$ cat config.mk
export PLATFORM = sky130hd
export DESIGN_NAME = bitop_unit
export DESIGN_NICKNAME = d
export VERILOG_FILES = /design/src/rtl/bitop_pkg.sv /design/src/rtl/bitop_mask_dec.sv /design/src/rtl/bitop_eval.sv /design/src/rtl/bitop_unit.sv
export SDC_FILE = /design/constraint.sdc
export NUM_CORES = 1
export LEC_CHECK = 0
export BUFFER_PORTS_ARGS = -buffer_cell sky130_fd_sc_hd__buf_2
export CAP_MARGIN = 20
export CORE_ASPECT_RATIO = 0.6
export CORE_MARGIN = 4
export CORE_UTILIZATION = 50
export DETAILED_ROUTE_END_ITERATION = 10
export PLACE_DENSITY = 0.74
export SLEW_MARGIN = 30
export SYNTH_ARGS = -nofsm -noshare
export SYNTH_HDL_FRONTEND = slang
export SYNTH_HIERARCHICAL = 1
export SYNTH_SLANG_ARGS = --single-unit
$ cat constraint.sdc
create_clock -name clk -period 4.52 [get_ports clk]
set_clock_uncertainty 0.2 [all_clocks]
set_input_delay 0.452 -clock clk [delete_from_list [all_inputs] [get_ports clk]]
set_output_delay 0.452 -clock clk [all_outputs]
set_load 0.02 [all_outputs]
$ cat src/rtl/bitop_pkg.sv
package bitop_pkg;

    typedef enum logic [3:0] {
        BOP_SET  = 4'd0,
        BOP_CLR  = 4'd1,
        BOP_INV  = 4'd2,
        BOP_TST  = 4'd3,
        BOP_LD   = 4'd4,
        BOP_ILD  = 4'd5,
        BOP_ST   = 4'd6,
        BOP_IST  = 4'd7,
        BOP_AND  = 4'd8,
        BOP_IAND = 4'd9,
        BOP_OR   = 4'd10,
        BOP_IOR  = 4'd11,
        BOP_XOR  = 4'd12,
        BOP_IXOR = 4'd13,
        BOP_RS0  = 4'd14,
        BOP_RS1  = 4'd15
    } bitop_e;

endpackage

$ cat src/rtl/bitop_mask_dec.sv
module bitop_mask_dec #(
    parameter int DATA_W = 8,
    localparam int IDX_W = $clog2(DATA_W)
) (
    input  logic [IDX_W-1:0]  sel,
    output logic [DATA_W-1:0] mask
);

    for (genvar i = 0; i < DATA_W; i++) begin : g_dec
        assign mask[i] = (sel == IDX_W'(i));
    end

    always_comb begin
        assert ($onehot0(mask));
    end

endmodule

$ cat src/rtl/bitop_eval.sv
module bitop_eval
    import bitop_pkg::*;
#(
    parameter int DATA_W = 8
) (
    input  logic [DATA_W-1:0] opnd,
    input  logic [DATA_W-1:0] mask,
    input  bitop_e            op,
    input  logic              c_in,
    input  logic              z_in,
    output logic [DATA_W-1:0] res,
    output logic              wr,
    output logic              c_res,
    output logic              z_res
);

    logic picked;
    logic [DATA_W-1:0] cleared;

    assign picked  = |(opnd & mask);
    assign cleared = opnd & ~mask;

    always_comb begin
        res   = opnd;
        wr    = 1'b0;
        c_res = c_in;
        z_res = z_in;
        unique case (op)
            BOP_SET:  begin res = opnd | mask;  wr = 1'b1; end
            BOP_CLR:  begin res = cleared;      wr = 1'b1; end
            BOP_INV:  begin res = opnd ^ mask;  wr = 1'b1; end
            BOP_TST:  z_res = ~picked;
            BOP_LD:   c_res = picked;
            BOP_ILD:  c_res = ~picked;
            BOP_ST:   begin res = c_in  ? (cleared | mask) : cleared; wr = 1'b1; end
            BOP_IST:  begin res = !c_in ? (cleared | mask) : cleared; wr = 1'b1; end
            BOP_AND:  c_res = picked & c_in;
            BOP_IAND: c_res = ~(picked & c_in);
            BOP_OR:   c_res = picked | c_in;
            BOP_IOR:  c_res = ~(picked | c_in);
            BOP_XOR:  c_res = picked ^ c_in;
            BOP_IXOR: c_res = ~(picked ^ c_in);
            default:  ;
        endcase
    end

endmodule

$ cat src/rtl/bitop_unit.sv
module bitop_unit
    import bitop_pkg::*;
#(
    parameter int DATA_W = 8,
    localparam int IDX_W = $clog2(DATA_W)
) (
    input  logic              clk,
    input  logic              rst_n,
    input  logic              in_valid,
    input  logic [3:0]        op_code,
    input  logic [IDX_W-1:0]  bit_sel,
    input  logic [DATA_W-1:0] byte_in,
    input  logic              carry_in,
    input  logic              zero_in,
    output logic              out_valid,
    output logic [DATA_W-1:0] byte_out,
    output logic              wb_en,
    output logic              carry_out,
    output logic              zero_out
);

    typedef struct packed {
        logic              vld;
        logic [DATA_W-1:0] data;
        logic              wr;
        logic              c;
        logic              z;
    } out_state_t;

    out_state_t st_d, st_q;

    logic [DATA_W-1:0] mask;
    logic [DATA_W-1:0] ev_res;
    logic              ev_wr, ev_c, ev_z;

    bitop_mask_dec #(.DATA_W(DATA_W)) u_mask (
        .sel  (bit_sel),
        .mask (mask)
    );

    bitop_eval #(.DATA_W(DATA_W)) u_eval (
        .opnd  (byte_in),
        .mask  (mask),
        .op    (bitop_e'(op_code)),
        .c_in  (carry_in),
        .z_in  (zero_in),
        .res   (ev_res),
        .wr    (ev_wr),
        .c_res (ev_c),
        .z_res (ev_z)
    );

    always_comb begin
        st_d     = st_q;
        st_d.vld = 1'b0;
        st_d.wr  = 1'b0;
        if (in_valid) begin
            st_d.vld  = 1'b1;
            st_d.data = ev_res;
            st_d.wr   = ev_wr;
            st_d.c    = ev_c;
            st_d.z    = ev_z;
        end
    end

    always_ff @(posedge clk) begin
        if (!rst_n) st_q <= '0;
        else        st_q <= st_d;
    end

    assign out_valid = st_q.vld;
    assign byte_out  = st_q.data;
    assign wb_en     = st_q.wr;
    assign carry_out = st_q.c;
    assign zero_out  = st_q.z;

    AST_ONE_BIT_DIFF: assert property (@(posedge clk) disable iff (!rst_n)
        in_valid |=> $countones(byte_out ^ $past(byte_in)) <= 1);
    AST_TEST_ZFLAG: assert property (@(posedge clk) disable iff (!rst_n)
        (in_valid && op_code == 4'd3) |=> (!wb_en && zero_out == !$past(byte_in[bit_sel])));
    AST_LOGIC_NO_WB: assert property (@(posedge clk) disable iff (!rst_n)
        (in_valid && op_code >= 4'd8) |=> (!wb_en && byte_out == $past(byte_in)));
    AST_EDIT_KEEPS_C: assert property (@(posedge clk) disable iff (!rst_n)
        (in_valid && op_code <= 4'd3) |=> carry_out == $past(carry_in));
    AST_IDLE_HOLD: assert property (@(posedge clk) disable iff (!rst_n)
        (!in_valid && out_valid) |=> (!out_valid && !wb_en && $stable(byte_out)
                                      && $stable(carry_out) && $stable(zero_out)));
    AST_VALID_FOLLOWS: assert property (@(posedge clk) disable iff (!rst_n)
        in_valid |=> out_valid);

endmodule

==> results.cfg <==
[floorplan]
rows = 14
io_pins = 32
fp.dieArea_um2 = 3910
core_area_um2 = 2660
die_h_um = 50.0
fp.dieW_um = 78.1
start_util = 0.553

[grt]
antenna_found_initial = 0
grt_max_degree = 22
grt_pass1_vias = 1288
grt-ovfl-total = 0
grt_pass1_wl_um = 5840
grt_usage = 0.184

[worst_setup_path]
worstSetupPathType = primary input to flip-flop
worstPathRequired_ps = 4490
end_kind = flip-flop
crit_fanout = 8
start_kind = primary input
crit_arrival_ps = 2850

[timing]
worst_slew_pin_slew_ps = 545
slew_headroom = 0.636
tns_ps = 0
period_share = 0.636
hold_viol = 0
rsz0062_at_grt = false
setup_viol = 0
min_period_ps = 2870
max_freq_mhz = 348
maxSlewViolCount = 0
fin_hold_ws_ps = 310

[yosys]
post_synth_inst_count = 179
ys_ff_latch = 12
syn_nets = 225
async_flop_share = 0
yosys_warnings = 6
syn_area_um2 = 1470
synthesis.area_per_instance_um2 = 8.23
synth_edf_count = 0
dominantRegCellSynth = dfxtp_1
ys_seq_area_frac = 0.163
synth_cell_types = 37

[route]
wl_per_cell_um = 13.9
final_antenna_net_count = 0
viasPerCell = 5.35
drc = 0
drt_iter0_markers = 77
dr.pass1.iters = 4
dr_total_vias = 1316
routed_wirelength_um = 3410

[job]
maxCapViolCount = 0

[clock_tree]
cts_tree = done
cts_max_level = 1
postCtsSetupRepairBufs = 0
clkTransAtPathRegs_ps = 50
insertion_delay_ps = 230
cts_made_buffers = 3
cts_resized = 0
clockRootBuffer = clkbuf_8
clockBufferDepth = 2
clock-sinks = 12
postCtsHoldBufs = 0

[status]
status = finished, final reports clean

[layout]
syn2layout_area_growth_pct = 12.7
final_util = 0.623
n_antenna_cell = 0
drive_gt1_frac = 0.223
fillerInstances = 258
fin_nets = 254

[place]
dp_hpwl_um = 2720
gp_congestion = 0.903
io_buffers = 31

[power]
p_per_area_nw_per_um2 = 202
leakage_nw = 0.868
ir_drop_v = 0.000152

[worst_hold_path]
hp-class = flip-flop to flip-flop
-- power by group --
group / switching, W / total [W] / internal, W / leakage, nW
combinational: 0.0000724 / 0.000125 / 0.0000527 / 0.747
clock: 0.0000355 / 0.0000939 / 0.0000584 / 0.0216
sequential: 0.00000314 / 0.000116 / 0.000113 / 0.0989
-- metal layers --
layer / global-route usage / vias to the layer above / part of all wire
met4: 0.0349 / 0 / 0.0073
met5: 0 / - / 0
met3: 0.0418 / 5 / 0.044
li1: - / 662 / -
met2: 0.315 / 38 / 0.45
met1: 0.239 / 611 / 0.49
-- flip-flops by register name (all words and copies together) (netlist names) --
register   flops
carry_out      1
zero_out       1
out_valid      1
byte_out       8
wb_en          1
-- worst paths after layout --
kind | slack (ps) | to | cells after the start | startpoint
worst max-delay path | 1650 | carry_out$_SDFFE_PN0P_ | 13 | bit_sel[2]
worst min-delay path | 310 | byte_out[4]$_SDFFE_PN0P_ | 2 | byte_out[4]$_SDFFE_PN0P_
worst max register to register | 3710 | byte_out[0]$_SDFFE_PN0P_ | 2 | byte_out[0]$_SDFFE_PN0P_
worst min register to register | 310 | byte_out[4]$_SDFFE_PN0P_ | 2 | byte_out[4]$_SDFFE_PN0P_
-- Yosys cell counts, types with 2 or more instances --
library cell,n,area (um2)
nor4_1,2,12.5
a21oi_1,5,25.0
mux2i_1,14,140
a221o_1,7,70.1
inv_1,23,86.3
dfxtp_1,12,240
nand2_1,9,33.8
xnor2_1,2,17.5
nor3_1,2,10.0
o21ai_0,7,35.0
buf_4,3,22.5
buf_6,3,33.8
ha_1,26,325
nor3b_1,3,22.5
nor2_1,15,56.3
o21a_1,8,60.1
and3b_2,3,30.0
and3_2,2,15.0
nor2b_1,14,87.6
nor2_2,2,12.5
-- worst max-delay path, cell delays in order --
cell	delay [ps]
buf_2	150
nor3b_1	440
ha_1	240
nor4_1	60
nand2_1	110
clkinv_2	100
ha_1	290
xor2_1	150
nor2_1	70
a211o_1	220
a222oi_1	320
mux2i_1	130
nor2b_1	110
-- layout make-up --
type | instances | area [um2] | area share
inverter | 24 | 91.3 | 0.0551
timing repair buffer | 31 | 155 | 0.0935
tap | 40 | 50.0 | 0.0302
sequential | 12 | 240 | 0.145
clock buffer | 3 | 41.3 | 0.0249
multi-input combinational | 136 | 1080 | 0.652
-- per-stage QoR --
| stage | std cells | cell area (um2) | setup WS [ps] | power, W |
|---|---|---|---|---|
| global placement | 243 | 1620 | 1520 | 0.000237 |
| detailed placement | 243 | 1620 | 1410 | 0.000243 |
| CTS | 246 | 1660 | 1660 | 0.000338 |
| global route | 246 | 1660 | 1450 | 0.000363 |
| finish | 246 | 1660 | 1650 | 0.000335 |
| floorplan | 179 | 1470 | 1850 | 0.000208 |
-- cell families (layout without fill, tap and decap cells) --
family	count (synthesis)	count (layout)	share of synthesized area
DFF	12	12	0.163
muxes	15	15	0.103
adders and majority gates	26	26	0.221
AOI/OAI and AO/OA	36	36	0.182
xor gates and xnor gates	3	3	0.0178
buffers and inverters	31	58	0.103
and+or+nand+nor	56	56	0.211
-- layout by cell type (no fill, tap or decap), types with 5 or more instances in the layout --
| cell | n |
|---|---|
| o21a_1 | 8 |
| buf_2 | 31 |
| a21oi_1 | 5 |
| inv_1 | 23 |
| ha_1 | 26 |
| a221o_1 | 7 |
| nand2_1 | 9 |
| o21ai_0 | 7 |
| nor2b_1 | 14 |
| nor2_1 | 15 |
| mux2i_1 | 14 |
| dfxtp_1 | 12 |
Note: power is estimated with default switching activity, not from simulation.
